--- src/rtl/sdram_init_seq.sv ---
module sdram_init_seq #(
  parameter int CLK_HZ   = 100_000_000,
  parameter int PWRUP_NS = 200_000,
  parameter int GAP_NS   = 80,
  parameter int N_REF    = 8,
  parameter int TW       = 32,
  parameter int GW       = 32,
  parameter int MW       = 8,
  parameter int REF_LSB  = 3,
  parameter int WIDE_BIT = 9
) (
  input  logic          clk,
  input  logic          rst_n,
  input  logic [TW-1:0] timing_cfg,
  input  logic [GW-1:0] grp_cfg,
  input  logic [MW-1:0] mode_override,
  output logic          cmd_valid,
  output logic [1:0]    cmd_code,
  output logic [MW-1:0] cmd_mode,
  output logic [TW-1:0] timing_out,
  output logic          done
);
  localparam longint PWR_L   = (longint'(PWRUP_NS) * CLK_HZ + 999_999_999) / 1_000_000_000;
  localparam longint GAP_L   = (longint'(GAP_NS) * CLK_HZ + 999_999_999) / 1_000_000_000;
  localparam int     PWR_CYC = (PWR_L < 1) ? 1 : int'(PWR_L);
  localparam int     GAP_CYC = (GAP_L < 1) ? 1 : int'(GAP_L);
  localparam int     MAXW    = (PWR_CYC > GAP_CYC) ? PWR_CYC : GAP_CYC;
  localparam int     CW      = $clog2(MAXW + 1);
  localparam int     N_CMDS  = N_REF + 2;
  localparam int     IW      = $clog2(N_CMDS + 1);

  localparam logic [1:0] C_NOP = 2'd0, C_PRE = 2'd1, C_REF = 2'd2, C_MRS = 2'd3;
  localparam logic [TW-1:0] REF_MASK = TW'(3) << REF_LSB;

  typedef enum logic [1:0] {P_START, P_LIST, P_FIN} phase_t;

  phase_t        phase;
  logic [CW-1:0] wcnt;
  logic [IW-1:0] idx;
  logic [TW-1:0] lat_timing;
  logic [MW-1:0] lat_mode;
  logic [MW-1:0] calc_mode;
  logic [1:0]    next_code;

  wire unused_ok = &{1'b0, grp_cfg};

  wire          cl2     = (timing_cfg[2:0] == 3'd2);
  wire [MW-1:0] base_md = cl2 ? MW'(8'h40) : MW'(8'h60);
  assign calc_mode = (mode_override != '0) ? mode_override
                   : (grp_cfg[WIDE_BIT] ? (base_md >> 1) : base_md);

  assign next_code = (idx == '0) ? C_PRE
                   : (idx == IW'(N_CMDS - 1)) ? C_MRS : C_REF;

  always_ff @(posedge clk) begin
    if (!rst_n) begin
      phase      <= P_START;
      wcnt       <= '0;
      idx        <= '0;
      lat_timing <= '0;
      lat_mode   <= '0;
      cmd_valid  <= 1'b0;
      cmd_code   <= C_NOP;
      cmd_mode   <= '0;
      timing_out <= '0;
      done       <= 1'b0;
    end else begin
      cmd_valid <= 1'b0;
      case (phase)
        P_START: begin
          lat_timing <= timing_cfg;
          lat_mode   <= calc_mode;
          timing_out <= timing_cfg & ~REF_MASK;
          cmd_valid  <= 1'b1;
          cmd_code   <= C_NOP;
          cmd_mode   <= '0;
          wcnt       <= CW'(PWR_CYC - 1);
          idx        <= '0;
          phase      <= P_LIST;
        end
        P_LIST: begin
          if (wcnt != '0) begin
            wcnt <= wcnt - 1'b1;
          end else if (idx < IW'(N_CMDS)) begin
            cmd_valid <= 1'b1;
            cmd_code  <= next_code;
            cmd_mode  <= lat_mode;
            wcnt      <= CW'(GAP_CYC - 1);
            idx       <= idx + 1'b1;
          end else begin
            timing_out <= lat_timing;
            done       <= 1'b1;
            phase      <= P_FIN;
          end
        end
        default: ;
      endcase
    end
  end
endmodule

--- config.mk ---
export PLATFORM = sky130hd
export DESIGN_NAME = sdram_init_seq
export DESIGN_NICKNAME = d
export VERILOG_FILES = /design/src/rtl/sdram_init_seq.sv
export SDC_FILE = /design/constraint.sdc
export NUM_CORES = 1
export LEC_CHECK = 0
export BUFFER_PORTS_ARGS = -buffer_cell sky130_fd_sc_hd__buf_2
export CAP_MARGIN = 20
export CORE_ASPECT_RATIO = 0.7
export CORE_MARGIN = 4
export CORE_UTILIZATION = 56
export CTS_CLUSTER_DIAMETER = 40
export DETAILED_ROUTE_END_ITERATION = 10
export HOLD_SLACK_MARGIN = 0.15
export PLACE_DENSITY_LB_ADDON = 0.25
export SKIP_CTS_REPAIR_TIMING = 1
export SYNTH_ARGS = -nofsm -noshare
export SYNTH_HDL_FRONTEND = slang
export SYNTH_SLANG_ARGS = --single-unit
--- constraint.sdc ---
create_clock -name clk -period 6.15 [get_ports clk]
set_clock_uncertainty 0.15 [all_clocks]
set_input_delay 0.615 -clock clk [delete_from_list [all_inputs] [get_ports clk]]
set_output_delay 0.615 -clock clk [all_outputs]
set_load 0.01 [all_outputs]
## Word level (Yosys, flattened, before mapping)

Cells that the tools add are included.

- Bitwise operators: 2
- Equal/unequal tests: 7
- $lt $le $gt $ge: 1
- Multiplexer cells: 26
- $add $sub $neg: 2
- Reduce and logical (&&, ||, !) cells: 9

Operators with widths:

| operator | count |
|---|---|
| $mux 32 | 2 |
| $pmux 32 s2 | 1 |
| $mux 15 | 2 |
| $pmux 15 s2 | 1 |
| $mux 8 | 3 |
| $pmux 8 s2 | 1 |
| $reduce_bool 15->1 | 1 |
| $sub 15x1->15 const B | 1 |
| $mux 2 | 5 |
| $reduce_and 3->1 | 3 |
| $mux 4 | 2 |
| $pmux 2 s2 | 2 |
| $pmux 4 s2 | 1 |
| $reduce_bool 8->1 | 1 |
| $mux 7 | 1 |
| $mux 6 | 1 |
| $ne 2x2->1 const B | 3 |
| $add 4x1->4 const B | 1 |
| $eq 4x4->1 const B | 1 |
| $logic_not 4->1 | 1 |
| $lt 4x4->1 const B | 1 |
| $eq 3x2->1 const B | 1 |
| $mux 1 | 3 |
| $ne 3x3->1 const B | 1 |
| 6 further kinds | 7 |

- Register bits: 105
- Input bits: 74
- Word-level logic and storage cells: 57

## Longest topological paths before layout

Gate-level depths: netlist (run 1).

- Depth in word-level cells: 6
- Gate-level depth with buffers: 9

## Worst setup path before layout (run 1)

Ideal clock, no wire load.

- Path type: reg-to-reg
- From: register wcnt[6]
- To: register wcnt[7]
- Required time: 5.885 ns
- Buffers on the path: 2
- Setup slack: 4.004 ns
- Cell stages (with the launch flop): 8
- Arrival: 1.881 ns
- Path through: dfxtp_1 -> buf_6 -> or4_4 -> buf_6 -> o41a_4 -> o21ai_0 -> a21boi_0 -> o21a_1

- Word-level cells in the longest chain between the ends: 3
- Elaborated cells on any way between the ends: 6
- Those cells by class: add/sub (1); eq/ne (1); mux (2); reduce/logical (2)

Ends and longest elaborated chain:

| element | line | source |
|---|---|---|
| start: declaration | 38 | `logic [CW-1:0] wcnt;` |
| start signal: assignment | 77 | `wcnt <= CW'(PWR_CYC - 1);` |
| start signal: assignment | 83 | `wcnt <= wcnt - 1'b1;` |
| start signal: assignment | 88 | `wcnt <= CW'(GAP_CYC - 1);` |
| $sub 15x1->15 or $reduce_bool 15->1 (tied branches) | 83, 82 |  |
| $mux 15 or $ne 3x3->1 (tied branches) | - |  |
| $pmux 15 s2 or $reduce_and 2->1 (tied branches) | - |  |

Parallel ways exist; a longest one is shown, timed or not.
A chain may end at the register's enable or synchronous reset.

## Worst setup path in the final report (run 1)

- From: register wcnt[2]
- To: register timing_out[10]

- Word-level cells in the longest chain between the ends: 3

Ends and longest elaborated chain:

| element | line | source |
|---|---|---|
| $reduce_bool 15->1 | 82 | `if (wcnt != '0) begin` |
| $ne 2x2->1 (no source line) | - |  |
| $reduce_and 3->1 (no source line) | - |  |
| end signal: assignment | 73 | `timing_out <= timing_cfg & ~REF_MASK;` |
| end signal: assignment | 91 | `timing_out <= lat_timing;` |
| end: declaration | 20 | `output logic [TW-1:0] timing_out,` |

Every way passes these cells.

==> results of run 1 <==
## cell families after synthesis
kind of cell / count (synthesis)
AND/OR/NAND/NOR: 194
AO/OA/AOI/OAI: 164
flip-flops: 105
buffers and inverters: 44
adder cells (fa/ha/maj): 5
multiplexers: 3
XOR/XNOR: 1
## layer usage
layer  vias up  GRT usage  part of all wire
met4         0     0.0624             0.016
met1      1839      0.301              0.46
met3        17     0.0626             0.067
met2       117      0.368              0.45
li1       1950          -                 -
met5         -          0                 0
## flip-flops by register name, summed over array words and instances, names as in the netlist
name / flops
lat_timing: 32
timing_out: 32
wcnt: 15
cmd_mode: 8
lat_mode: 8
idx: 4
cmd_code: 2
phase: 2
cmd_valid: 1
done: 1
## path summary, 6_finish.rpt
check	endpoint	slack (ps)	depth (start not counted)
worst min-delay path	cmd_mode[4]	310	2
worst max register to register	timing_out[10]	3230	5
worst max-delay path	timing_out[10]	3230	5
worst min register to register	cmd_mode[4]	310	2
## power groups by stage
stage               registers, mW  clock network [mW]  logic, mW
global route                0.744               0.469      0.179
CTS                         0.739               0.435      0.160
finish                      0.739               0.428      0.162
floorplan                   0.754                   0      0.109
detailed placement          0.755                   0      0.159
global placement            0.752                   0      0.154
## critical path, cell delays in order (launching register included)
cell	delay (ps)
sky130_fd_sc_hd__dfxtp_1	370
sky130_fd_sc_hd__or4_1	730
sky130_fd_sc_hd__nor3_4	340
sky130_fd_sc_hd__and2_1	790
sky130_fd_sc_hd__a21boi_0	230
sky130_fd_sc_hd__o22ai_1	220
## metrics by stage
step           hold slack, ps  utilization
2_1_floorplan             279            -
3_3_place_gp              289        0.640
3_5_place_dp              292        0.640
4_1_cts                   309        0.666
5_1_grt                   323        0.669
6_report                  307        0.669
## cell usage after synthesis, types with 5 or more instances
| master | count |
|---|---|
| sky130_fd_sc_hd__a21boi_0 | 11 |
| sky130_fd_sc_hd__ha_1 | 5 |
| sky130_fd_sc_hd__inv_1 | 5 |
| sky130_fd_sc_hd__nand3_1 | 17 |
| sky130_fd_sc_hd__nand2_1 | 121 |
| sky130_fd_sc_hd__dfxtp_1 | 105 |
| sky130_fd_sc_hd__o21ai_0 | 14 |
| sky130_fd_sc_hd__buf_2 | 5 |
| sky130_fd_sc_hd__a21oi_1 | 64 |
| sky130_fd_sc_hd__nor3_1 | 10 |
| sky130_fd_sc_hd__nor2_1 | 22 |
| sky130_fd_sc_hd__o22ai_1 | 22 |
| sky130_fd_sc_hd__o221a_2 | 10 |
| sky130_fd_sc_hd__a21boi_1 | 12 |
| sky130_fd_sc_hd__o21a_1 | 9 |
| sky130_fd_sc_hd__clkbuf_1 | 25 |
## cell type report
cell class	count	share of cell area
Multi-Input combinational cell	367	0.416
Tap cell	98	0.0246
Clock buffer	11	0.0284
Clock inverter	5	0.0110
Timing Repair Buffer	89	0.0934
Sequential cell	105	0.422
Inverter	6	0.00452
==> results.md, run 1 <==
- Synthesis instantiated 55 different standard cells from the library.
- The die width is 114 um.
- The count of routing violations after the opening detailed-route iteration is 257.
- By area the synthesized netlist is led by sky130_fd_sc_hd__dfxtp_1 (48%), sky130_fd_sc_hd__nand2_1 (10%), sky130_fd_sc_hd__a21oi_1 (7.3%).
- The number of sinks handled by clock tree synthesis is 105.
- The fraction of the mapped netlist area in adder cells is 0.0143.
- The portion of netlist area occupied by mux cells is 0.00716.
- The post-synthesis net count is about 600.
- The total net switching power is ~0.35 mW.
- The number of vias per cell is 5.76.
- The critical setup path kind is reg2reg.
- The CTS tree is built.
- The internal power is 0.978 mW.
- The sequential fraction of design power is 0.556.
- The number of global-route vias before repair is 3541.
- The area fraction in compound gates after synthesis is 0.249.
- The first global-routing pass estimated 16800 um of wire.
- Of the synthesized area, sequential elements account for 0.481.
- In this run the critical register-to-register path is launched from wcnt[2].
- Setup repair after global routing left no endpoint under its margin.
- The proportion of register bits with asynchronous set or reset after synthesis is 0.
- The die span in y is 81.9 um.
- In the synthesized netlist the dominant register cell turns out to be sky130_fd_sc_hd__dfxtp_1.
- Of the total power, the share spent switching nets is 0.264.
- The most critical setup path has its startpoint at wcnt[2].
- Summing all multi-input logic gate instances after layout gives 2070 um^2.
- The final critical-path setup slack is between 3000 and 4000 ps.
- The number of synthesized flops with an enable pin is 0.
- The cell type with the highest aggregate area in the netlist is sky130_fd_sc_hd__dfxtp_1.
- Data on the critical path is required at its endpoint by between 6000 and 7000 ps.
- The number of antenna diodes in the final layout is 0.
- The finished layout holds 681 standard cells, fillers aside.
- The final critical delay including setup and external delays is 2920 ps.
- The detailed-route DRC error count is 0.
- The number of warnings printed during yosys synthesis is 0.
- The flow ran to the end, and the final reports show no timing, DRC or antenna violations.
- In the finished design, the share of the clock period the worst path needs comes to 0.474.
- The arrival time of data at the critical path endpoint is 3060 ps.
- The cell sitting at the root of the clock tree is a sky130_fd_sc_hd__clkbuf_8.
- The deepest clock path buffer count is 2.
- The floorplan step defined a core boundary enclosing 7450 um^2.
- After routing, the total negative slack on setup checks comes to 0 ps.
- The average size of a mapped cell is 8.47 um^2.
- The register area is 2100 um^2.
- The number of detailed-routing iterations run before antenna repair is 5.
- The number of antenna violations at the first check in global routing came to 0.
- Fill cells in the final layout number 627.
- The max capacitance violation total is 0.
- The power per cell area is 267 nW/um^2.
- The count of buffers inserted at the top-level ports is 86.
- The average wire length per cell after detail routing is ~16 um.
- In this run the static leakage power is 2.01 nW.
- The commonest non-fill, non-tap cell in the layout is sky130_fd_sc_hd__nand2_1.
- The top cell type's share of synthesized area is 0.481.
- Once placement finished, the instance area stood at 4770 um^2.
- The part of the power in the clock network is 0.322.
- The headroom to the max-slew limit is 0.349.
- Including well taps, the total number of placed cells is approximately 660.
- The highest clock frequency the design can meet is 343 MHz.
- In the final design database the tool counted 657 nets.
- For this block, the routed nets add up to 10700 um of wire.
- Synthesis handed over a netlist of slightly above 500 instances.
- Clock-pin slew was measured on the worst setup and hold paths at approximately 90 ps.
- STA classifies the critical path startpoint as a flop.
- The deepest level of the CTS H-tree is 3.
- The path class of the tightest hold or removal check is reg2reg.
- The top-level I/O count is 118.
- The hold path startpoint is lat_mode[4].
- The total vias in the final route is roughly 3900.
- The share of post-route cells with drive strength above 1 is 0.223.
- The total power of the final layout is 1.33 mW.
- The clock latency on the worst-skew pair is between 300 and 400 ps.
- The share of power burned in combinational logic is 0.122.
- The aggregate global routing overflow is 0.
- The global routing usage summed across all routing layers is 0.227.
- Of the total synthesized cell area, the portion taken by XOR and XNOR cells is 0.00200.
- The slew at the pin closest to its max-slew limit is 974 ps.
- The top cell types in the final layout, fill and taps aside, are sky130_fd_sc_hd__nand2_1 (121), sky130_fd_sc_hd__dfxtp_1 (105), sky130_fd_sc_hd__buf_2 (86), sky130_fd_sc_hd__a21oi_1 (64), sky130_fd_sc_hd__o22ai_1 (22).
- The critical path capture point type is a flop.
- The finished cells cover 4980 um^2.
- The final-report hold violation count is 0.
- The combinational family with the most area after synthesis is compound AO/OA/AOI/OAI gates.
- The area growth from synthesis to layout is 14.0%.
- Detailed placement ended at an HPWL of 6980 um.
- The CTS buffer count is 9.
- The synthesized design contains about 110 register bits.
- The final number of max-transition violations is 0.
- Before CTS, the worst setup slack after placement is 3230 ps.
- The number of setup violations in the final report is 0.
- The simple logic cell fraction of the synthesized area is 0.199.
- The number of antenna-violating nets in the routed design is 0.
- The starting utilization of the core area is 0.586.
- The maximum ir drop on the vdd rail is 0.186 mV.
- The largest fanout on the critical path is 26.
- The placement row count is 26.
- The last weighted congestion value of the routability-driven placer is between 0.8 and 0.9.
- The cell area that synthesis handed to floorplanning was between 4000 and 5000 um^2.
- The die covers a little over 9000 um^2.
- The maximum number of pins on one net before global-route repair is 61.
Note: power is estimated with default switching activity, not from simulation.
==> inputs of run 2 (changes only) <==
Settings changed: CORE_UTILIZATION 56 to 52.
Clock period 6.15 ns to 2.9 ns, I/O delays scaled along.
==> run 2 against run 1 <==
Register-to-register slack worse by 2800 ps. Highest routed layer unchanged. Flip-flop and latch count stayed put. Count of clock-buffer cells in the layout is 1 lower. Final area is 11% higher. Cell count is 7.0% higher. Global-route usage is 1.8 points lower. Non-clock buffer count is 45 higher.
==> results.md, run 2 (same netlist as run 1, synthesis figures left out) <==
- STA classifies the critical path endpoint as a flop.
- The maximum ir drop on the vdd rail is 0.297 mV.
- At the worst endpoint, the arrival time is 2610 ps.
- Data on the critical path is required at its endpoint by 3000 ps.
- The detailed-route DRC error count is 0.
- The aggregate global routing overflow is 0.
- The number of detailed-routing iterations run before antenna repair is 5.
- For this block, the via count after detailed routing is 4178.
- In this run, CTS created clock tree buffers numbering 9.
- The HPWL reported at the end of detailed placement is 7150 um.
- The worst hold path belongs to the class in2reg.
- The final-report hold violation count came to 0.
- The worst setup path is launched from a flop.
- In the global route stage, overall resource usage came out at 0.209.
- In the layout the commonest cells are sky130_fd_sc_hd__nand2_1 (121), sky130_fd_sc_hd__dfxtp_1 (105), sky130_fd_sc_hd__buf_2 (86), sky130_fd_sc_hd__a21oi_1 (64), sky130_fd_sc_hd__dlygate4sd3_1 (40).
- The critical path is of the reg2reg type.
- Hold timing on the final database bottoms out at a slack of 136 ps.
- The deepest clock path buffer count is 2.
- Counting every sink on the clock net gives 105.
- The core area is 8010 um^2.
- The largest fanout on the critical path is 12.
- The slew at the pin closest to its max-slew limit is 867 ps.
- The period utilization is 0.863.
- After floorplanning, the core was divided into 27 placement rows.
- The wire length of the first global-routing pass is 17300 um.
- The count of buffers inserted at the top-level ports is between 80 and 90.
- The number of setup violations in the final report is 0.
- The number of antenna violations at the first check in global routing was 0.
- The repair_antennas step left the layout with diodes totalling 0.
- The headroom to the max-slew limit is 0.422.
- For this design the ratio of total power to cell area is 573 nW/um^2.
- During I/O placement, the number of pins put on the boundary was around 120.
- The die span in y is 84.7 um.
- The last weighted congestion value of the routability-driven placer is 0.810.
- After detailed placement, the design holds a cell count of about 670.
- TritonCTS built the clock tree.
- The leakage power is 2.25 nW.
- The fraction of the core area covered by cells at the end of the flow is 0.689.
- The die width is 118 um.
- The largest registers in the layout are lat_timing: 32 flops, timing_out: 32 flops, wcnt: 15 flops.
- The number of global-route vias before repair is 3708.
- The H-tree generated during clock tree synthesis spans 3 levels.
- Wires add up to 11400 um.
- The final critical delay including setup and external delays is 2500 ps.
- Max-cap violations in this run came to 0.
- The starting utilization of the core area is 0.546.
- The number of vias per cell is 5.73.
- The area growth from synthesis to layout is 26.3%.
- Setup repair after global routing left no endpoint under its margin.
- The library cell used most frequently in the layout, excluding fill and tap cells, is sky130_fd_sc_hd__nand2_1.
- The share of post-route cells with drive strength above 1 is 0.217.
- The highest clock frequency the design can meet is 400 MHz.
- The aggregate negative setup slack is 0 ps.
- Entering global routing, the biggest net connects 53 pins.
- The tree is rooted in a sky130_fd_sc_hd__clkbuf_16.
- The final cell count without fillers is around 730.
- The number of nets in the layout is 702.
- The floorplan step defined a die boundary enclosing ~10000 um^2.
- The final number of max-transition violations is 0.
- After the first detailed-routing iteration, the DRC count stood at 261.
- Clock latency on the worst-skew pair, taken at its later pin, is 340 ps.
- In the final routed layout, each cell accounts on average for between 15 and 20 um.
- The flow ran to the end, and the final reports show no timing, DRC or antenna violations.
- After clock tree synthesis, the clock-pin slew on the worst setup and hold paths is 70 ps.
- The count of nets left with antenna violations once routing finished came out at 0.
-- run 2: cell count changes in the layout (fill, tap and decap cells not counted), sizes merged --
| cell | change |
|---|---|
| buf | +5 |
| inv | +3 |
| clkbuf | -1 |
| dlygate4sd3 | +40 |
| bufinv | -1 |
| clkinvlp | -1 |
-- run 2: worst max-delay path, cell delays in order, from the launching register on --
cell	delay (ps)
sky130_fd_sc_hd__dfxtp_1	360
sky130_fd_sc_hd__or4_1	740
sky130_fd_sc_hd__nor2_1	340
sky130_fd_sc_hd__and3_1	500
sky130_fd_sc_hd__a21oi_1	70
sky130_fd_sc_hd__a311oi_1	250
-- run 2: final cells by class --
cell class	instances	area, um^2
well taps	101	126
clock buffers	10	239
inverters	6	22.5
multi-input cells	367	2070
flip-flops and latches	105	2100
clock inverters	6	61.3
repair buffers	134	903
fillers	623	2490
-- run 2: path summary, 6_finish.rpt --
kind | from | end | slack [ps] | cells past startpoint
worst min-delay path | grp_cfg[9] | lat_mode[4] | 140 | 3
worst max-delay path | wcnt[2] | cmd_code[1] | 400 | 5
worst max register to register | wcnt[2] | cmd_code[1] | 400 | 5
worst min register to register | lat_mode[4] | cmd_mode[4] | 300 | 2
-- run 2: power breakdown --
part           total, mW  switching, mW  leakage, nW  internal [mW]
clock network       1.20          0.576        0.144          0.628
logic              0.394          0.218         1.24          0.176
registers           1.57         0.0512        0.864           1.52
total               3.17          0.846         2.25           2.32
-- run 2: through the flow --
stage          setup WS (ps)  power, mW  cell area (um^2)
2_1_floorplan            754       1.83              4370
3_3_place_gp             456       1.93              4820
3_5_place_dp             447       1.95              4820
4_1_cts                  434       3.14              5120
5_1_grt                  274       3.30              5520
6_report                 397       3.17              5520
-- run 2: layer usage --
metal | share of wire | vias to the layer above | wire length, um | track usage
li1 | - | 2042 | - | -
met1 | 0.44 | 1994 | 5030 | 0.277
met2 | 0.49 | 129 | 5610 | 0.343
met3 | 0.058 | 13 | 656 | 0.0599
met4 | 0.0076 | 0 | 86 | 0.0489
met5 | 0 | - | 0 | 0
